[src/rtl/sc_pkg.sv]
package sc_pkg;

    localparam int BYTE_W = 8;

    typedef struct packed {
        logic sc_mode;
        logic dir;
        logic inv;
        logic odd;
    } sc_frame_cfg_t;

    typedef enum logic [2:0] {
        TX_IDLE,
        TX_START,
        TX_DATA,
        TX_PAR,
        TX_GUARD
    } tx_state_e;

    typedef enum logic [1:0] {
        RX_IDLE,
        RX_START,
        RX_BITS
    } rx_state_e;

    function automatic logic [BYTE_W-1:0] sc_rev8(input logic [BYTE_W-1:0] d);
        logic [BYTE_W-1:0] r;
        for (int i = 0; i < BYTE_W; i++) r[i] = d[BYTE_W-1-i];
        return r;
    endfunction

    // byte -> line levels, element 0 leaves first
    function automatic logic [BYTE_W-1:0] sc_to_line(input logic [BYTE_W-1:0] d,
                                                     input sc_frame_cfg_t c);
        logic [BYTE_W-1:0] ord;
        ord = c.dir ? sc_rev8(d) : d;
        return ord ^ {BYTE_W{c.inv}};
    endfunction

    // line levels (element 0 arrived first) -> byte
    function automatic logic [BYTE_W-1:0] sc_from_line(input logic [BYTE_W-1:0] lv,
                                                       input sc_frame_cfg_t c);
        logic [BYTE_W-1:0] ord;
        ord = lv ^ {BYTE_W{c.inv}};
        return c.dir ? sc_rev8(ord) : ord;
    endfunction

    // parity level computed over the data levels as they sit on the line
    function automatic logic sc_par_level(input logic [BYTE_W-1:0] lv, input logic odd);
        return (^lv) ^ odd;
    endfunction

endpackage

[src/rtl/sc_etu_timer.sv]
module sc_etu_timer #(
    parameter int ETU_W    = 12,
    parameter bit MID_TICK = 1'b0
) (
    input  logic             clk,
    input  logic             rst,
    input  logic             run,
    input  logic             restart,
    input  logic [ETU_W-1:0] etu_div,
    output logic             tick
);
    logic [ETU_W-1:0] cnt;
    logic [ETU_W-1:0] target;
    logic [ETU_W-1:0] last;

    assign last = etu_div - ETU_W'(1);

    generate
        if (MID_TICK) begin : g_mid
            assign target = etu_div >> 1;
        end else begin : g_end
            assign target = last;
        end
    endgenerate

    always_ff @(posedge clk) begin
        if (rst || !run || restart) begin
            cnt <= '0;
        end else if (cnt == last) begin
            cnt <= '0;
        end else begin
            cnt <= cnt + ETU_W'(1);
        end
    end

    assign tick = run && !restart && (cnt == target);
endmodule

[src/rtl/sc_tx.sv]
module sc_tx
    import sc_pkg::*;
#(
    parameter int ETU_W     = 12,
    parameter int GUARD_ETU = 2
) (
    input  logic                clk,
    input  logic                rst,
    input  sc_frame_cfg_t       cfg,
    input  logic                tx_en,
    input  logic [ETU_W-1:0]    etu_div,
    input  logic [BYTE_W-1:0]   tx_data,
    input  logic                tx_valid,
    output logic                tx_ready,
    output logic                tx_done,
    output logic                line_o
);
    localparam int GW = (GUARD_ETU > 1) ? $clog2(GUARD_ETU) : 1;
    localparam int IW = $clog2(BYTE_W);

    tx_state_e         st;
    logic [BYTE_W-1:0] shreg;
    logic              par;
    logic [IW-1:0]     idx;
    logic [GW-1:0]     gcnt;
    logic              accept;
    logic              tick;

    assign tx_ready = (st == TX_IDLE) && cfg.sc_mode && tx_en;
    assign accept   = tx_ready && tx_valid;

    sc_etu_timer #(.ETU_W(ETU_W), .MID_TICK(1'b0)) u_bit_tmr (
        .clk     (clk),
        .rst     (rst),
        .run     (st != TX_IDLE),
        .restart (accept),
        .etu_div (etu_div),
        .tick    (tick)
    );

    always_ff @(posedge clk) begin
        if (rst || !cfg.sc_mode) begin
            st      <= TX_IDLE;
            line_o  <= 1'b1;
            shreg   <= '0;
            par     <= 1'b0;
            idx     <= '0;
            gcnt    <= '0;
            tx_done <= 1'b0;
        end else begin
            tx_done <= 1'b0;
            unique case (st)
                TX_IDLE: begin
                    if (accept) begin
                        shreg  <= sc_to_line(tx_data, cfg);
                        par    <= sc_par_level(sc_to_line(tx_data, cfg), cfg.odd);
                        line_o <= 1'b0;
                        st     <= TX_START;
                    end
                end
                TX_START: begin
                    if (tick) begin
                        line_o <= shreg[0];
                        shreg  <= shreg >> 1;
                        idx    <= '0;
                        st     <= TX_DATA;
                    end
                end
                TX_DATA: begin
                    if (tick) begin
                        if (idx == IW'(BYTE_W - 1)) begin
                            line_o <= par;
                            st     <= TX_PAR;
                        end else begin
                            line_o <= shreg[0];
                            shreg  <= shreg >> 1;
                            idx    <= idx + IW'(1);
                        end
                    end
                end
                TX_PAR: begin
                    if (tick) begin
                        line_o <= 1'b1;
                        gcnt   <= '0;
                        st     <= TX_GUARD;
                    end
                end
                TX_GUARD: begin
                    if (tick) begin
                        if (gcnt == GW'(GUARD_ETU - 1)) begin
                            tx_done <= 1'b1;
                            st      <= TX_IDLE;
                        end else begin
                            gcnt <= gcnt + GW'(1);
                        end
                    end
                end
                default: st <= TX_IDLE;
            endcase
        end
    end
endmodule

[src/rtl/sc_rx.sv]
module sc_rx
    import sc_pkg::*;
#(
    parameter int ETU_W = 12
) (
    input  logic                clk,
    input  logic                rst,
    input  sc_frame_cfg_t       cfg,
    input  logic                rx_en,
    input  logic [ETU_W-1:0]    etu_div,
    input  logic                line_i,
    input  logic                rx_ready,
    output logic [BYTE_W-1:0]   rx_data,
    output logic                rx_perr,
    output logic                rx_valid
);
    localparam int IW = $clog2(BYTE_W + 1);

    rx_state_e         st;
    logic              s1, s2, s_prev;
    logic              fall;
    logic              active;
    logic              restart;
    logic              tick;
    logic [BYTE_W-1:0] lv;
    logic [IW-1:0]     idx;
    logic              deliver;

    assign active  = cfg.sc_mode && rx_en;
    assign fall    = s_prev && !s2;
    assign restart = (st == RX_IDLE) && active && fall;
    assign deliver = (st == RX_BITS) && tick && (idx == IW'(BYTE_W));

    always_ff @(posedge clk) begin
        if (rst) begin
            s1     <= 1'b1;
            s2     <= 1'b1;
            s_prev <= 1'b1;
        end else begin
            s1     <= line_i;
            s2     <= s1;
            s_prev <= s2;
        end
    end

    sc_etu_timer #(.ETU_W(ETU_W), .MID_TICK(1'b1)) u_smp_tmr (
        .clk     (clk),
        .rst     (rst),
        .run     (st != RX_IDLE),
        .restart (restart),
        .etu_div (etu_div),
        .tick    (tick)
    );

    always_ff @(posedge clk) begin
        if (rst || !active) begin
            st  <= RX_IDLE;
            lv  <= '0;
            idx <= '0;
        end else begin
            unique case (st)
                RX_IDLE: begin
                    if (restart) st <= RX_START;
                end
                RX_START: begin
                    if (tick) begin
                        idx <= '0;
                        st  <= s2 ? RX_IDLE : RX_BITS;
                    end
                end
                RX_BITS: begin
                    if (tick) begin
                        if (idx == IW'(BYTE_W)) begin
                            st <= RX_IDLE;
                        end else begin
                            lv  <= {s2, lv[BYTE_W-1:1]};
                            idx <= idx + IW'(1);
                        end
                    end
                end
                default: st <= RX_IDLE;
            endcase
        end
    end

    always_ff @(posedge clk) begin
        if (rst) begin
            rx_data  <= '0;
            rx_perr  <= 1'b0;
            rx_valid <= 1'b0;
        end else if (deliver) begin
            rx_data  <= sc_from_line(lv, cfg);
            rx_perr  <= (s2 != sc_par_level(lv, cfg.odd));
            rx_valid <= 1'b1;
        end else if (rx_ready) begin
            rx_valid <= 1'b0;
        end
    end
endmodule

[src/rtl/sc_cardclk.sv]
module sc_cardclk #(
    parameter int CARD_HALF = 2
) (
    input  logic clk,
    input  logic rst,
    input  logic enable,
    output logic card_clk
);
    localparam int CW = (CARD_HALF > 1) ? $clog2(CARD_HALF) : 1;

    logic [CW-1:0] cnt;

    always_ff @(posedge clk) begin
        if (rst || !enable) begin
            cnt      <= '0;
            card_clk <= 1'b0;
        end else if (cnt == CW'(CARD_HALF - 1)) begin
            cnt      <= '0;
            card_clk <= !card_clk;
        end else begin
            cnt <= cnt + CW'(1);
        end
    end
endmodule

[src/rtl/sc_framer.sv]
module sc_framer
    import sc_pkg::*;
#(
    parameter int ETU_W     = 12,
    parameter int GUARD_ETU = 2,
    parameter int CARD_HALF = 2
) (
    input  logic              clk,
    input  logic              rst,
    input  logic              cfg_sc_mode,
    input  logic              cfg_dir,
    input  logic              cfg_inv,
    input  logic              cfg_odd,
    input  logic              cfg_tx_en,
    input  logic              cfg_rx_en,
    input  logic              cfg_tx_ie,
    input  logic              cfg_rx_ie,
    input  logic              cfg_clk_en,
    input  logic [ETU_W-1:0]  etu_div,
    input  logic [7:0]        tx_data,
    input  logic              tx_valid,
    output logic              tx_ready,
    output logic              tx_done,
    output logic [7:0]        rx_data,
    output logic              rx_perr,
    output logic              rx_valid,
    input  logic              rx_ready,
    input  logic              line_i,
    output logic              line_o,
    output logic              card_clk,
    output logic              irq_tx,
    output logic              irq_rx
);
    sc_frame_cfg_t fcfg;

    assign fcfg = '{sc_mode: cfg_sc_mode, dir: cfg_dir, inv: cfg_inv, odd: cfg_odd};

    sc_tx #(.ETU_W(ETU_W), .GUARD_ETU(GUARD_ETU)) u_tx (
        .clk      (clk),
        .rst      (rst),
        .cfg      (fcfg),
        .tx_en    (cfg_tx_en),
        .etu_div  (etu_div),
        .tx_data  (tx_data),
        .tx_valid (tx_valid),
        .tx_ready (tx_ready),
        .tx_done  (tx_done),
        .line_o   (line_o)
    );

    sc_rx #(.ETU_W(ETU_W)) u_rx (
        .clk      (clk),
        .rst      (rst),
        .cfg      (fcfg),
        .rx_en    (cfg_rx_en),
        .etu_div  (etu_div),
        .line_i   (line_i),
        .rx_ready (rx_ready),
        .rx_data  (rx_data),
        .rx_perr  (rx_perr),
        .rx_valid (rx_valid)
    );

    sc_cardclk #(.CARD_HALF(CARD_HALF)) u_cclk (
        .clk      (clk),
        .rst      (rst),
        .enable   (cfg_sc_mode && cfg_clk_en),
        .card_clk (card_clk)
    );

    assign irq_tx = cfg_tx_ie && tx_ready;
    assign irq_rx = cfg_rx_ie && rx_valid;
endmodule

[config.mk]
export PLATFORM = sky130hd
export DESIGN_NAME = sc_framer
export DESIGN_NICKNAME = d
export VERILOG_FILES = /design/src/rtl/sc_pkg.sv /design/src/rtl/sc_etu_timer.sv /design/src/rtl/sc_tx.sv /design/src/rtl/sc_rx.sv /design/src/rtl/sc_cardclk.sv /design/src/rtl/sc_framer.sv
export SDC_FILE = /design/constraint.sdc
export NUM_CORES = 1
export LEC_CHECK = 0
export BUFFER_PORTS_ARGS = -buffer_cell sky130_fd_sc_hd__buf_2
export CAP_MARGIN = 20
export CORE_MARGIN = 3
export CORE_UTILIZATION = 30
export CTS_CLUSTER_DIAMETER = 30
export DETAILED_ROUTE_END_ITERATION = 16
export GPL_ROUTABILITY_DRIVEN = 0
export GPL_TIMING_DRIVEN = 1
export SKIP_CTS_REPAIR_TIMING = 1
export SLEW_MARGIN = 40
export SYNTH_ARGS = -nofsm -noshare
export SYNTH_HDL_FRONTEND = slang
export SYNTH_HIERARCHICAL = 1
export SYNTH_SLANG_ARGS = --single-unit
[constraint.sdc]
create_clock -name clk -period 7.5 [get_ports clk]
set_clock_uncertainty 0.2 [all_clocks]
set_input_delay 1.125 -clock clk [delete_from_list [all_inputs] [get_ports clk]]
set_output_delay 1.125 -clock clk [all_outputs]
set_load 0.05 [all_outputs]
==> impl_metrics.toml <==
[status]
outcome = "completed"

[logic_synthesis]
netlist_area_um2 = 4910
ys_ff_latch = 71
synth.net_count = 602
synth_top_flop_cell = "dfxtp_1"
synthArstFlopShare_pct = 0
synth_area_leaders = "dfxtp_1 (29%), xnor2_1 (10%), mux2i_1 (5.5%)"
ys_types = 81
avgSynthCellArea_um2 = 8.767
seq_area_frac_synth_pct = 28.95
ys_warn_count = 6
synth-edff-count = 0
netlist_instances = 560
yosysTopAreaCellShare_pct = 28.95
yosysTopAreaCell = "dfxtp_1"

[placed_design]
io_buffers = 49
hpwl_um = 8152
dp_worst_setup_slack_ns = 2.993
dp.cells = 789
placed_area_um2 = 5249

[cells_and_area]
drive_gt1_share_pct = 17.32
synthToLayoutAreaGrowth_pct = 13.53
fin_area_um2 = 5574
diodes = 0
final_common_cell = "dfxtp_1"
layout_common_cells = "dfxtp_1 (71), xnor2_1 (57), buf_2 (50), nand2_1 (38), xor2_1 (30)"
layout.cells.non_filler = 805
utilization_pct = 34.96
nets = 626

[floorplan]
start_util_pct = 30.80
fp-row-count = 46
ioPinCount = 50
die-area_um2 = 17940
core_area_um2 = 15940
die_w_um = 133.9
dieHeight_um = 133.9

[sta]
slew_violations = 0
setup_viol = 0
slew-limit-headroom_pct = 50.94
setup_ws_ns = 3.400
fin_tns_setup_ns = 0
period_share_pct = 54.67
hold_slack_ns = 0.2124
final_hold_viol_count = 0
rsz0062_at_grt = "false"
worst_slew_pin_slew_ns = 0.7332
fin_crit_ns = 4.100
fmax_ghz = 0.2439

[drt]
drt-initial-drc-count = 273
wl_per_cell_um = 14.20
drc = 0
wirelength_um = 11430
viasPerCell = 5.092
vias = 4099
ant_nets = 0
drtPass1Iterations = 5

[job]
cap_violations = 0

[clock_tree]
clk-insertion-delay-late_ns = 0.34
cts_tree = "built"
cts.sinks = 71
ctsLongestPathBuffers = 2
cts.clk_slew.worst_paths_ns = 0.06
cts_root_buffer = "clkbuf_16"
htree_num_levels = 3
cts_inserted_buffers = 9

[pwr]
leakagePower_nw = 2.028
power.density_nw_per_um2 = 169.6
finalPower_mw = 0.9454
vdd_drop_max_mv = 0.1042

[setup_path]
cpPeakStageDelay_ns = 0.43
critPathRequiredTime_ns = 7.54
critPathMaxFanout = 16
cp-start-kind = "input port"
ff2ff_setup_slack_ns = 4.13
critPathCaptureType = "register"
arrival_ns = 4.14
crit_type = "input port to register"
rr_startpoint = "u_rx/st[1]"
crit_path_start = "etu_div[0]"
crit_family = "simple AND/OR/NAND/NOR gates"
worst_path_max_delay_cell = "and4b_1"
critPathBufInv = 2
crit_chain = "buf_2 > inv_1 > ha_1 > nor3b_1 > and4b_1 > o211a_1 > o211a_1 > and4b_1 > and4bb_1 > a211o_4 > a21oi_1 > a311oi_2"

[global_routing]
grt_pass1_wl_um = 18640
overflow = 0
grt_max_degree = 21
grt_use_total_pct = 12.67
grt_pass1_vias = 3933
antenna_found_initial = 0

[min_path]
holdCritStartpoint = "u_rx/s1"
hp-class = "register to register"
## kinds of logic (layout without fill, tap and decap cells)
family / Yosys count / count (layout) / share of synthesized area [%]
flops: 71 / 71 / 28.95
simple gates: 178 / 178 / 21.02
mux: 29 / 29 / 5.963
fa+ha+maj: 8 / 8 / 2.039
buf+inv: 57 / 86 / 5.428
compound gates: 126 / 126 / 19.11
xor+xnor: 91 / 91 / 17.48
## state kept, by name, summed over array words and instances, names as in the netlist
register / cells
u_cclk/cnt: 1
u_rx/s2: 1
u_tx/st: 3
u_tx/shreg: 8
u_tx/tx_done: 1
u_rx/rx_valid: 1
u_rx/st: 2
u_rx/lv: 8
u_rx/u_smp_tmr/cnt: 12
u_cclk/card_clk: 1
u_tx/gcnt: 1
u_tx/idx: 3
u_rx/s_prev: 1
u_tx/line_o: 1
u_tx/u_bit_tmr/cnt: 12
u_rx/rx_perr: 1
u_tx/par: 1
u_rx/idx: 4
u_rx/s1: 1
u_rx/rx_data: 8
## cell usage after synthesis, types with 7 or more instances
| master | number |
|---|---|
| a211oi_1 | 14 |
| a21oi_1 | 29 |
| a311oi_1 | 11 |
| a311oi_2 | 7 |
| buf_2 | 9 |
| clkbuf_1 | 22 |
| dfxtp_1 | 71 |
| ha_1 | 8 |
| inv_1 | 15 |
| mux2i_1 | 27 |
| nand2_1 | 38 |
| nand2b_1 | 11 |
| nand3_1 | 15 |
| nand4_1 | 9 |
| nor2_1 | 28 |
| nor3_1 | 11 |
| nor4_1 | 7 |
| o21ai_0 | 22 |
| xnor2_1 | 57 |
| xor2_1 | 30 |
## area by class of cell
type | instances | area, um^2
Clock buffer | 9 | 225.2
Clock inverter | 7 | 96.34
Fill cell | 1662 | 10370
Inverter | 18 | 67.56
Multi-Input combinational cell | 432 | 3228
Sequential cell | 71 | 1421
Tap cell | 216 | 270.3
Timing Repair Buffer | 52 | 265.3
## layer usage
layer | routed length, um | GRT usage, % | vias to the layer above
met3 | 454 | 3.188 | 16
met5 | 0 | 0 | -
met2 | 5302 | 20.61 | 97
met4 | 139 | 5.086 | 0
li1 | - | - | 2066
met1 | 5534 | 16.10 | 1920
## where the power goes
part	switching [mW]	total (mW)	internal [mW]	leakage, nW
Combinational	0.0602	0.104	0.0434	1.31
Sequential	0.00194	0.381	0.380	0.573
Clock	0.169	0.460	0.291	0.148
## worst paths after layout
check | end | cells past startpoint
worst max-delay path | u_tx/shreg[4] | 12
worst max register to register | u_rx/rx_perr | 10
worst min-delay path | u_rx/s2 | 1
worst min register to register | u_rx/s2 | 1
Note: power is estimated with default switching activity, not from simulation.
